==> src/rtl/rtmr_pkg.sv <==
package rtmr_pkg;
  typedef enum logic [1:0] {
    SEL_CNT_LO = 2'd0,
    SEL_CNT_HI = 2'd1,
    SEL_CTRL   = 2'd2,
    SEL_PRESC  = 2'd3
  } reg_sel_e;

  localparam int unsigned BIT_RUN  = 0;
  localparam int unsigned BIT_EXT  = 1;
  localparam int unsigned BIT_FAST = 2;
  localparam int unsigned BIT_CKEN = 3;
endpackage

==> src/rtl/rtmr_tick_gen.sv <==
module rtmr_tick_gen #(
  parameter int unsigned PS_W     = 8,
  parameter int unsigned SLOW_DIV = 12
) (
  input  logic            clk,
  input  logic            rst,
  input  logic            run,
  input  logic            ext_sel,
  input  logic            fast,
  input  logic [PS_W-1:0] presc,
  input  logic            ext_pin,
  output logic            step
);
  localparam int unsigned DIV_W = (SLOW_DIV > 1) ? $clog2(SLOW_DIV) : 1;
  localparam logic [DIV_W-1:0] DIV_LAST = DIV_W'(SLOW_DIV - 1);

  logic [PS_W-1:0]  pcnt;
  logic [DIV_W-1:0] dcnt;
  logic [2:0]       sync_q;
  logic             pre_tick;
  logic             div_done;
  logic             int_tick;
  logic             pin_rise;

  assign pre_tick = run && (pcnt >= presc);
  assign div_done = (dcnt == DIV_LAST);
  assign int_tick = pre_tick && (fast || div_done);
  assign pin_rise = sync_q[1] && !sync_q[2];
  assign step     = run && (ext_sel ? pin_rise : int_tick);

  always_ff @(posedge clk) begin
    if (rst || !run) begin
      pcnt <= '0;
      dcnt <= '0;
    end else if (pre_tick) begin
      pcnt <= '0;
      if (!fast) dcnt <= div_done ? '0 : dcnt + 1'b1;
    end else begin
      pcnt <= pcnt + 1'b1;
    end
  end

  always_ff @(posedge clk) begin
    if (rst) sync_q <= '0;
    else     sync_q <= {sync_q[1:0], ext_pin};
  end
endmodule

==> src/rtl/rtmr_count_core.sv <==
module rtmr_count_core #(
  parameter int unsigned DATA_W = 8
) (
  input  logic                clk,
  input  logic                rst,
  input  logic                run,
  input  logic                step,
  input  logic                wr_lo,
  input  logic                wr_hi,
  input  logic [DATA_W-1:0]   wdata,
  input  logic                clk_en,
  input  logic                flag_clr,
  output logic [2*DATA_W-1:0] count,
  output logic [2*DATA_W-1:0] reload,
  output logic                ovf,
  output logic                irq,
  output logic                clk_out
);
  localparam int unsigned CNT_W = 2 * DATA_W;

  assign ovf = step && (&count);

  always_ff @(posedge clk) begin
    if (rst) begin
      count <= '0;
    end else if (!run && (wr_lo || wr_hi)) begin
      if (wr_lo) count[DATA_W-1:0]     <= wdata;
      if (wr_hi) count[CNT_W-1:DATA_W] <= wdata;
    end else if (step) begin
      count <= ovf ? reload : count + 1'b1;
    end
  end

  always_ff @(posedge clk) begin
    if (rst) begin
      reload <= '0;
    end else begin
      if (wr_lo) reload[DATA_W-1:0]     <= wdata;
      if (wr_hi) reload[CNT_W-1:DATA_W] <= wdata;
    end
  end

  always_ff @(posedge clk) begin
    if (rst) begin
      irq     <= 1'b0;
      clk_out <= 1'b0;
    end else begin
      if (ovf)           irq <= 1'b1;
      else if (flag_clr) irq <= 1'b0;
      if (ovf && clk_en) clk_out <= !clk_out;
    end
  end
endmodule

==> src/rtl/reload_timer16.sv <==
module reload_timer16 #(
  parameter int unsigned DATA_W   = 8,
  parameter int unsigned SLOW_DIV = 12
) (
  input  logic              clk,
  input  logic              rst,
  input  logic              wr_en,
  input  logic [1:0]        addr,
  input  logic [DATA_W-1:0] wdata,
  output logic [DATA_W-1:0] rdata,
  input  logic              ext_pin,
  output logic              clk_out,
  output logic              irq
);
  import rtmr_pkg::*;

  localparam int unsigned CNT_W    = 2 * DATA_W;
  localparam int unsigned BIT_FLAG = DATA_W - 1;

  reg_sel_e            sel;
  logic                run_q, ext_q, fast_q, cken_q;
  logic [DATA_W-1:0]   presc_q;
  logic                wr_lo, wr_hi, wr_ctrl, wr_presc, flag_clr;
  logic                step, ovf;
  logic [CNT_W-1:0]    count, reload;
  logic [DATA_W-1:0]   ctrl_view;
  logic [DATA_W-1:0]   rd_mux;

  assign sel      = reg_sel_e'(addr);
  assign wr_lo    = wr_en && (sel == SEL_CNT_LO);
  assign wr_hi    = wr_en && (sel == SEL_CNT_HI);
  assign wr_ctrl  = wr_en && (sel == SEL_CTRL);
  assign wr_presc = wr_en && (sel == SEL_PRESC);
  assign flag_clr = wr_ctrl && !wdata[BIT_FLAG];

  always_ff @(posedge clk) begin
    if (rst) begin
      run_q   <= 1'b0;
      ext_q   <= 1'b0;
      fast_q  <= 1'b0;
      cken_q  <= 1'b0;
      presc_q <= '0;
    end else begin
      if (wr_ctrl) begin
        run_q  <= wdata[BIT_RUN];
        ext_q  <= wdata[BIT_EXT];
        fast_q <= wdata[BIT_FAST];
        cken_q <= wdata[BIT_CKEN];
      end
      if (wr_presc) presc_q <= wdata;
    end
  end

  rtmr_tick_gen #(.PS_W(DATA_W), .SLOW_DIV(SLOW_DIV)) u_tick (
    .clk     (clk),
    .rst     (rst),
    .run     (run_q),
    .ext_sel (ext_q),
    .fast    (fast_q),
    .presc   (presc_q),
    .ext_pin (ext_pin),
    .step    (step)
  );

  rtmr_count_core #(.DATA_W(DATA_W)) u_core (
    .clk      (clk),
    .rst      (rst),
    .run      (run_q),
    .step     (step),
    .wr_lo    (wr_lo),
    .wr_hi    (wr_hi),
    .wdata    (wdata),
    .clk_en   (cken_q),
    .flag_clr (flag_clr),
    .count    (count),
    .reload   (reload),
    .ovf      (ovf),
    .irq      (irq),
    .clk_out  (clk_out)
  );

  always_comb begin
    ctrl_view            = '0;
    ctrl_view[BIT_RUN]   = run_q;
    ctrl_view[BIT_EXT]   = ext_q;
    ctrl_view[BIT_FAST]  = fast_q;
    ctrl_view[BIT_CKEN]  = cken_q;
    ctrl_view[BIT_FLAG]  = irq;
    unique case (sel)
      SEL_CNT_LO: rd_mux = count[DATA_W-1:0];
      SEL_CNT_HI: rd_mux = count[CNT_W-1:DATA_W];
      SEL_CTRL:   rd_mux = ctrl_view;
      default:    rd_mux = presc_q;
    endcase
  end

  always_ff @(posedge clk) begin
    if (rst) rdata <= '0;
    else     rdata <= rd_mux;
  end
endmodule

==> config.mk <==
export PLATFORM = sky130hd
export DESIGN_NAME = reload_timer16
export DESIGN_NICKNAME = d
export VERILOG_FILES = /design/src/rtl/rtmr_pkg.sv /design/src/rtl/rtmr_tick_gen.sv /design/src/rtl/rtmr_count_core.sv /design/src/rtl/reload_timer16.sv
export SDC_FILE = /design/constraint.sdc
export NUM_CORES = 1
export LEC_CHECK = 0
export ABC_CLOCK_PERIOD_IN_PS = 4550
export CAP_MARGIN = 20
export CELL_PAD_IN_SITES_DETAIL_PLACEMENT = 1
export CELL_PAD_IN_SITES_GLOBAL_PLACEMENT = 2
export CORE_MARGIN = 1.5
export CORE_UTILIZATION = 33
export DETAILED_ROUTE_END_ITERATION = 6
export PLACE_DENSITY_LB_ADDON = 0.1
export SYNTH_ARGS = -nofsm -noshare
export SYNTH_HDL_FRONTEND = slang
export SYNTH_HIERARCHICAL = 1
export SYNTH_SLANG_ARGS = --single-unit
export TNS_END_PERCENT = 50
==> constraint.sdc <==
create_clock -name clk -period 4.55 [get_ports clk]
set_clock_uncertainty 0.15 [all_clocks]
set_input_delay 0.91 -clock clk [delete_from_list [all_inputs] [get_ports clk]]
set_output_delay 0.91 -clock clk [all_outputs]
set_load 0.005 [all_outputs]
==> results.cfg, run 1 <==
[yosys]
synth_top_area_share_pct = 38.0
synth-seq-cells = 69
synthArstFlopShare_pct = 0
synth.area.top_cells = dfxtp_1 (38%), mux2i_1 (12%), nor2_1 (4.8%)
synth_nets = 427
netlist_area_um2 = 3630
synthTopCellsByCount = dfxtp_1 (69), nor2_1 (46), mux2i_1 (42), nand2b_1 (26), nand2_1 (25)
synthFlopType = dfxtp_1
yosys_warnings = 6
yosysSeqAreaShare_pct = 38.0
syn_avg_cell_area_um2 = 9.04
synth_top_area_cell = dfxtp_1
synth_edf_count = 0
yosysUniqueCellTypes = 62
yosysMostFrequentCell = dfxtp_1
syn_inst = 402

[clocking]
cts_buffer_depth = 2
clock_sinks = 69
cts_setup_buffers = 0
tritoncts = done
post_cts_resized = 0
cts_made_buffers = 9
clkTransAtPathRegs_ns = 0.07
clock_latency_ns = 0.36
cts-root-buf = clkbuf_8
postCtsHoldBufs = 0
htreeDepth = 3

[cells_and_area]
multi_input_area_um2 = 2050
final_core_util_pct = 38.1
nNetsFinal = 447
diodes = 0
fillCellCount = 1265
syn_to_final_growth_pct = 13.2
ff_latch_area_um2 = 1380
drive_above_1_share_pct = 7.98

[sta]
tightest_slew_ns = 0.816
drv_slew = 0
post-route-period-util_pct = 79.6
clock.fmax_ghz = 0.276
fin_ws_ns = 0.926
grt_setup_unrepaired = false
fin_crit_ns = 3.62
final.setup.tns_ns = 0
setup_violations = 0
slew_headroom_pct = 45.6
hold_viol = 0

[grt]
grt_pass1_vias = 3198
grt_start_max_net_pins = 47
antenna_found_initial = 0
grt.total_usage_pct = 20.1
grt.overflow.total = 0
grt_first_pass_wirelength_mm = 17.5

[drt]
wl_met1_mm = 4.96
vias = 3024
drc = 0
finalWirelength_mm = 10.8
avgRoutedWirePerCell_um = 19.0
dr_wl_met3_um = 288
ant_nets = 0
firstDrtPassIters = 4
drtIter0Drc = 105
met2WireLength_mm = 5.33
viasPerCell = 5.34
dr.max_layer_used = met4

[setup_path]
startpoint_type = register
r2r-start = u_tick/pcnt[0]
cp_slowest_cell = or4_1
r2r-end = u_core/count[11]
path_max_fanout = 14
r2r_cells = 12
worstSetupPathType = register to register
worst_ep_arrival_time_ns = 3.73
worst_setup_path_end_kind = register
regToRegSetupSlack_ns = 0.93
crit_path_cell_trace = inv_1, ha_1, nand2b_4, a2111oi_4, o31ai_1, o2111ai_1, nand2_1, nand4_1, or4_1, inv_6, o21ai_0, a221oi_1
cp_slowest_stage_delay_ns = 0.79
cp.required_ns = 4.66

[status]
status = finished clean

[power_and_ir_drop]
peakVddDrop_v = 0.0000965
total_power_mw = 1.23
p_leak_nw = 1.49
p_per_area_nw_per_um2 = 299

[floorplanning]
io-pin-count = 24
rows = 38
die_area_um2 = 11600
die_w_um = 108
die_height_um = 108
coreArea_um2 = 10800
initial_core_util_pct = 33.7

[place]
place_ws_ns = 0.966
io_buffers = 23
dp_hpwl_mm = 7.91
routabilityCongestion = 0.764

[hold_path]
hold_path_end = u_tick/sync_q[1]
min_from = u_tick/sync_q[0]
hold_depth = 1
hold_path_class = register to register

[flow_run]
maxCapViolations = 0
==> per-stage QoR <==
stage	cell area, µm²	cells	hold slack [ns]
detailed placement	3960	551	0.297
CTS	4110	566	0.310
finish	4110	566	0.300
global route	4110	566	0.316
global placement	3960	551	0.270
floorplan	3630	402	0.264
==> logic make-up after synthesis <==
kind of cell | count (synthesis) | synth area share [%]
fa+ha+maj | 11 | 3.79
buf+inv | 39 | 5.75
flops | 69 | 38.0
simple gates | 156 | 22.6
mux | 42 | 11.6
xor+xnor | 17 | 4.10
compound gates | 68 | 14.2
==> where the power goes <==
| part | switching [mW] | total (mW) | internal, mW |
|---|---|---|---|
| clock | 0.235 | 0.444 | 0.209 |
| sequential | 0.0233 | 0.646 | 0.623 |
| combinational | 0.0776 | 0.139 | 0.0613 |
| total | 0.336 | 1.23 | 0.893 |
==> cells in the final DEF (no fill, tap or decap), types with 3 or more instances in the layout <==
cell type and instances:
nor4_1 4, a21oi_1 12, mux2i_1 42, nand4_1 7, and3_1 4, clkbuf_8 10
nor2b_1 5, o22ai_1 11, nand3_1 10, a211oi_1 3, nand2_1 25, o21a_1 3
inv_1 17, xnor2_1 6, dfxtp_1 69, nand2b_1 26, o21ai_0 4, xor2_1 11
buf_4 7, o32ai_1 5, nor3_1 9, a31oi_1 3, ha_1 11, nor2_1 46
clkbuf_1 3, a311oi_1 3, clkdlybuf4s50_1 22
==> per-layer routing <==
metal,vias up,track usage [%]
li1,1483,-
met1,1494,25.1
met2,34,33.8
met3,13,3.25
met4,0,9.59
met5,-,0
==> state kept, by name, summed over array words and instances (netlist names) <==
name,flops
cken_q,1
ext_q,1
fast_q,1
presc_q,8
rdata,8
run_q,1
u_core/clk_out,1
u_core/count,16
u_core/irq,1
u_core/reload,16
u_tick/dcnt,4
u_tick/pcnt,8
u_tick/sync_q,3
==> critical path, delay by kind of cell (launching register included) <==
family | cells | cell delay (ns)
AND/OR/NAND/NOR | 4 | 1.35
flip-flops | 1 | 0.42
adder cells (fa/ha/maj) | 1 | 0.27
buffers and inverters | 2 | 0.32
AO/OA/AOI/OAI | 5 | 1.01
==> final cells by class <==
class / count / area share, %
multi-input combinational: 294 / 49.8
tap: 140 / 4.26
clock buffer: 13 / 3.62
timing repair buffer: 30 / 6.75
clock inverter: 2 / 0.243
sequential: 69 / 33.6
inverter: 18 / 1.76
==> how the worst max path moves through the flow <==
stage / slack, ns / start / depth (start not counted) / end
3_5_place_dp: 0.97 / u_tick/pcnt[0] / 12 / u_core/count[11]
6_report: 0.93 / u_tick/pcnt[0] / 12 / u_core/count[11]
2_1_floorplan: 1.61 / u_tick/pcnt[0] / 15 / u_core/count[7]
5_1_grt: 0.66 / u_tick/pcnt[0] / 12 / u_core/count[11]
4_1_cts: 0.93 / u_tick/pcnt[0] / 12 / u_core/count[11]
3_3_place_gp: 1.08 / addr[1] / 8 / u_core/count[2]
Power figures use the tool's default switching activity.
==> run 2: changes to the inputs <==
ABC_CLOCK_PERIOD_IN_PS = 3800   (was 4550)
clock period = 3.8 ns   (was 4.55 ns; I/O delays follow)
==> run 2 against run 1 <==
Compared with the run above: global-route usage down 0.27 points; cell area rose by 1.9%; sequential power up 20%; final cell count up 1.2%; worst hold slack improved by 0.00091 ns; critical path depth up 1; first-iteration DRC count down 8.6%; utilization grew 0.72 points; critical path type unchanged; largest cell class unchanged.
==> results.cfg, run 2 (same netlist as run 1, synthesis figures left out) <==
[status]
status = finished clean

[setup_path]
regToRegSetupSlack_ns = 0.57
worstSetupPathType = register to register
worst_ep_arrival_time_ns = 3.33
startpoint_type = register
cp.required_ns = 3.90
path_max_fanout = 13
worst_setup_path_end_kind = register
cp_slowest_cell = dfxtp_1
crit_path_cell_trace = inv_1, ha_1, nand2b_4, a2111oi_4, o31ai_1, o2111ai_1, nand2_1, nand4_1, or4_1, buf_4, o22ai_1, a31oi_1, a31o_1
cp_slowest_stage_delay_ns = 0.44

[clocking]
clock_latency_ns = 0.35
cts_made_buffers = 9
clkTransAtPathRegs_ns = 0.07
tritoncts = done
cts-root-buf = clkbuf_8
cts_buffer_depth = 2
post_cts_resized = 0
htreeDepth = 3
postCtsHoldBufs = 0
cts_setup_buffers = 0
clock_sinks = 69

[drt]
finalWirelength_mm = 10.6
drc = 0
viasPerCell = 5.30
vias = 3038
ant_nets = 0
drtIter0Drc = 96
avgRoutedWirePerCell_um = 18.6
firstDrtPassIters = 4

[cells_and_area]
ff_latch_area_um2 = 1380
multi_input_area_um2 = 2050
final_common_cell = dfxtp_1
fillCellCount = 1233
fin_area_um2 = 4190
drive_above_1_share_pct = 9.93
fin_cells = 573
final_cell_mix = dfxtp_1 (69), nor2_1 (46), mux2i_1 (42)
diodes = 0
reg_top3 = u_core/count (16), u_core/reload (16)
syn_to_final_growth_pct = 15.4
nNetsFinal = 453

[floorplanning]
coreArea_um2 = 10800
initial_core_util_pct = 33.7
die_area_um2 = 11600
io-pin-count = 24
die_w_um = 108
die_height_um = 108
rows = 38

[place]
routabilityCongestion = 0.833
io_buffers = 23
placed_cell_area_um2 = 4000
numPlacedInstances = 557
dp_hpwl_mm = 7.99

[hold_path]
hold_path_class = register to register

[sta]
fin_crit_ns = 3.23
clock.fmax_ghz = 0.309
grt_setup_unrepaired = false
tightest_slew_ns = 0.606
slew_headroom_pct = 59.2
post-route-period-util_pct = 85.1
drv_slew = 0
setup_violations = 0
final.setup.tns_ns = 0
hold_viol = 0

[grt]
antenna_found_initial = 0
grt_start_max_net_pins = 35
grt_pass1_vias = 3238
grt_first_pass_wirelength_mm = 17.4
grt.overflow.total = 0
grt.total_usage_pct = 19.8

[power_and_ir_drop]
p_leak_nw = 1.54
p_per_area_nw_per_um2 = 368
peakVddDrop_v = 0.000177

[flow_run]
maxCapViolations = 0
==> run 2: cell count changes in the layout (fill, tap and decap cells not counted), sizes merged <==
cell,delta
buf,+6
bufinv,+1
clkbuf,-2
clkinv,+2
==> run 2: stage by stage <==
stage | utilization, % | total power, mW | hold WS (ns) | setup slack (ns)
detailed placement | 37.1 | 0.960 | 0.287 | 0.525
CTS | 38.8 | 1.57 | 0.305 | 0.519
global placement | 37.1 | 0.957 | 0.268 | 0.596
finish | 38.8 | 1.54 | 0.301 | 0.567
floorplan | - | 0.888 | 0.264 | 0.862
global route | 38.8 | 1.61 | 0.318 | 0.322
==> run 2: layer usage <==
metal / vias to the layer above / track usage, % / share of wire [%]
met4: 0 / 6.67 / 1.9
met2: 41 / 34.7 / 50
li1: 1487 / - / -
met3: 16 / 4.10 / 3.5
met5: - / 0 / 0
met1: 1494 / 24.2 / 45
==> run 2: area by class of cell <==
cell class                      instances  area share [%]
Clock buffer                           11            3.37
Clock inverter                          5            1.19
Inverter                               18            1.73
Multi-Input combinational cell        294            48.9
Sequential cell                        69            33.0
Tap cell                              140            4.18
Timing Repair Buffer                   36            7.70
==> run 2: critical path, delay by kind of cell (launching register included) <==
family	cells	cell delay, ns
compound gates	6	1.12
simple gates	4	0.84
flops	1	0.44
buf+inv	2	0.31
fa+ha+maj	1	0.27
==> run 2: final timing paths <==
kind | from | endpoint | cells after the start
setup reg to reg | u_tick/pcnt[0] | u_core/count[15] | 13
setup / recovery | u_tick/pcnt[0] | u_core/count[15] | 13
hold / removal | u_tick/sync_q[0] | u_tick/sync_q[1] | 1
hold reg to reg | u_tick/sync_q[0] | u_tick/sync_q[1] | 1
==> run 2: power by group <==
part | internal, mW | switching, mW | total (mW)
clock | 0.317 | 0.283 | 0.600
sequential | 0.746 | 0.0270 | 0.772
combinational | 0.0760 | 0.0935 | 0.169
total | 1.14 | 0.404 | 1.54
==> run 3: changes to the inputs <==
CAP_MARGIN = 10   (was 20)
REMOVE_ABC_BUFFERS = 1   (was default)
==> run 3 against run 2 <==
Compared with the run above: routed wire length rose by 1.9%; first-iteration DRC count rose by 26%; fmax rose by 2.4%; sequential power about the same; clock power increased by 3.8%; utilization grew 0.081 points; critical path type unchanged; largest power group unchanged.
==> results.cfg, run 3 (same netlist as run 1, synthesis figures left out) <==
[setup_path]
startpoint_type = register
r2r-end = u_core/count[8]
regToRegSetupSlack_ns = 0.64
cp.required_ns = 3.93
worstSetupPathType = register to register
worst_ep_arrival_time_ns = 3.29
r2r-start = u_tick/pcnt[0]
path_max_fanout = 14
worst_setup_path_end_kind = register
r2r_cells = 13

[cells_and_area]
fin_area_um2 = 4200
syn_to_final_growth_pct = 15.6
diodes = 0
final_cell_mix = dfxtp_1 (69), nor2_1 (46), mux2i_1 (42)
final_common_cell = dfxtp_1
reg_top3 = u_core/count (16), u_core/reload (16)
drive_above_1_share_pct = 10.2
fillCellCount = 1258
nNetsFinal = 453
fin_cells = 573

[clocking]
tritoncts = done
clock_latency_ns = 0.36
post_cts_resized = 0
htreeDepth = 3
clock_sinks = 69
cts_setup_buffers = 0
postCtsHoldBufs = 0
cts_made_buffers = 9
cts-root-buf = clkbuf_8
clkTransAtPathRegs_ns = 0.08
cts_buffer_depth = 2

[grt]
grt_start_max_net_pins = 29
grt_first_pass_wirelength_mm = 17.5
grt_pass1_vias = 3084
antenna_found_initial = 0
grt.overflow.total = 0
grt.total_usage_pct = 20.1

[sta]
tightest_slew_ns = 0.557
final.setup.tns_ns = 0
fin_crit_ns = 3.16
drv_slew = 0
grt_setup_unrepaired = false
post-route-period-util_pct = 83.1
whs_ns = 0.298
fin_ws_ns = 0.642
clock.fmax_ghz = 0.317
hold_viol = 0
setup_violations = 0
slew_headroom_pct = 62.8

[place]
io_buffers = 23
place_ws_ns = 0.625
routabilityCongestion = 0.847
dp_hpwl_mm = 7.81
placed_cell_area_um2 = 4000
numPlacedInstances = 557

[floorplanning]
initial_core_util_pct = 33.7
coreArea_um2 = 10800
die_w_um = 108
rows = 38
die_height_um = 108
io-pin-count = 24
die_area_um2 = 11600

[drt]
firstDrtPassIters = 5
finalWirelength_mm = 10.8
drc = 0
drtIter0Drc = 121
avgRoutedWirePerCell_um = 18.9
vias = 3050
ant_nets = 0
viasPerCell = 5.32

[power_and_ir_drop]
p_per_area_nw_per_um2 = 373
p_leak_nw = 1.53
peakVddDrop_v = 0.000144

[hold_path]
min_from = u_tick/sync_q[0]
hold_depth = 1
hold_path_end = u_tick/sync_q[1]
hold_path_class = register to register

[flow_run]
maxCapViolations = 0

[status]
status = finished clean
==> run 3: cell count changes in the layout (fill, tap and decap cells not counted) <==
| cell | change |
|---|---|
| clkbuf_1 | -1 |
| clkinvlp_4 | +3 |
| clkinv_2 | -2 |
==> run 3: power by group <==
group          switching (mW)  internal [mW]  leakage, nW
Combinational          0.0910         0.0759        0.874
Clock                   0.305          0.318       0.0943
Sequential             0.0295          0.745        0.560
Total                   0.426           1.14         1.53
==> run 3: metrics by stage <==
stage	util [%]	total power, mW
finish	38.9	1.57
global route	38.9	1.64
CTS	38.9	1.59
detailed placement	37.1	0.959
global placement	37.1	0.957
floorplan	-	0.874
==> run 3: layout make-up <==
cell class                 count  area [µm²]  share of cell area [%]
inverter                      18        72.6                    1.73
clock buffer                  10         138                    3.28
tap                          140         175                    4.17
clock inverter                 6        62.6                    1.49
timing repair buffer          36         323                    7.69
sequential                    69        1380                    32.9
multi-input combinational    294        2050                    48.8
==> run 3: worst max-delay path by stage <==
stage / to / start / slack (ns) / depth (start not counted)
2_1_floorplan: u_core/count[15] / addr[1] / 0.54 / 5
3_3_place_gp: u_core/count[11] / presc_q[7] / 0.68 / 12
3_5_place_dp: u_core/count[8] / presc_q[7] / 0.63 / 12
4_1_cts: u_core/count[8] / presc_q[7] / 0.60 / 12
5_1_grt: u_core/count[11] / presc_q[7] / 0.34 / 12
6_report: u_core/count[8] / u_tick/pcnt[0] / 0.64 / 13
==> run 3: metal layers <==
metal | global-route usage [%] | routed length (µm) | vias to the layer above
li1 | - | - | 1492
met1 | 30.0 | 5590 | 1485
met2 | 29.4 | 4650 | 63
met3 | 2.83 | 457 | 10
met4 | 7.05 | 141 | 0
met5 | 0 | 0 | -
==> run 3: critical path, stage by stage, from the launching register on <==
cell	delay, ns
dfxtp_1	0.44
inv_1	0.07
ha_1	0.27
nand2b_4	0.12
a2111oi_4	0.07
o31ai_1	0.38
o2111ai_1	0.18
nand2_1	0.13
nand4_1	0.09
or4_1	0.41
buf_4	0.23
inv_6	0.16
a221oi_1	0.12
a211oi_1	0.24
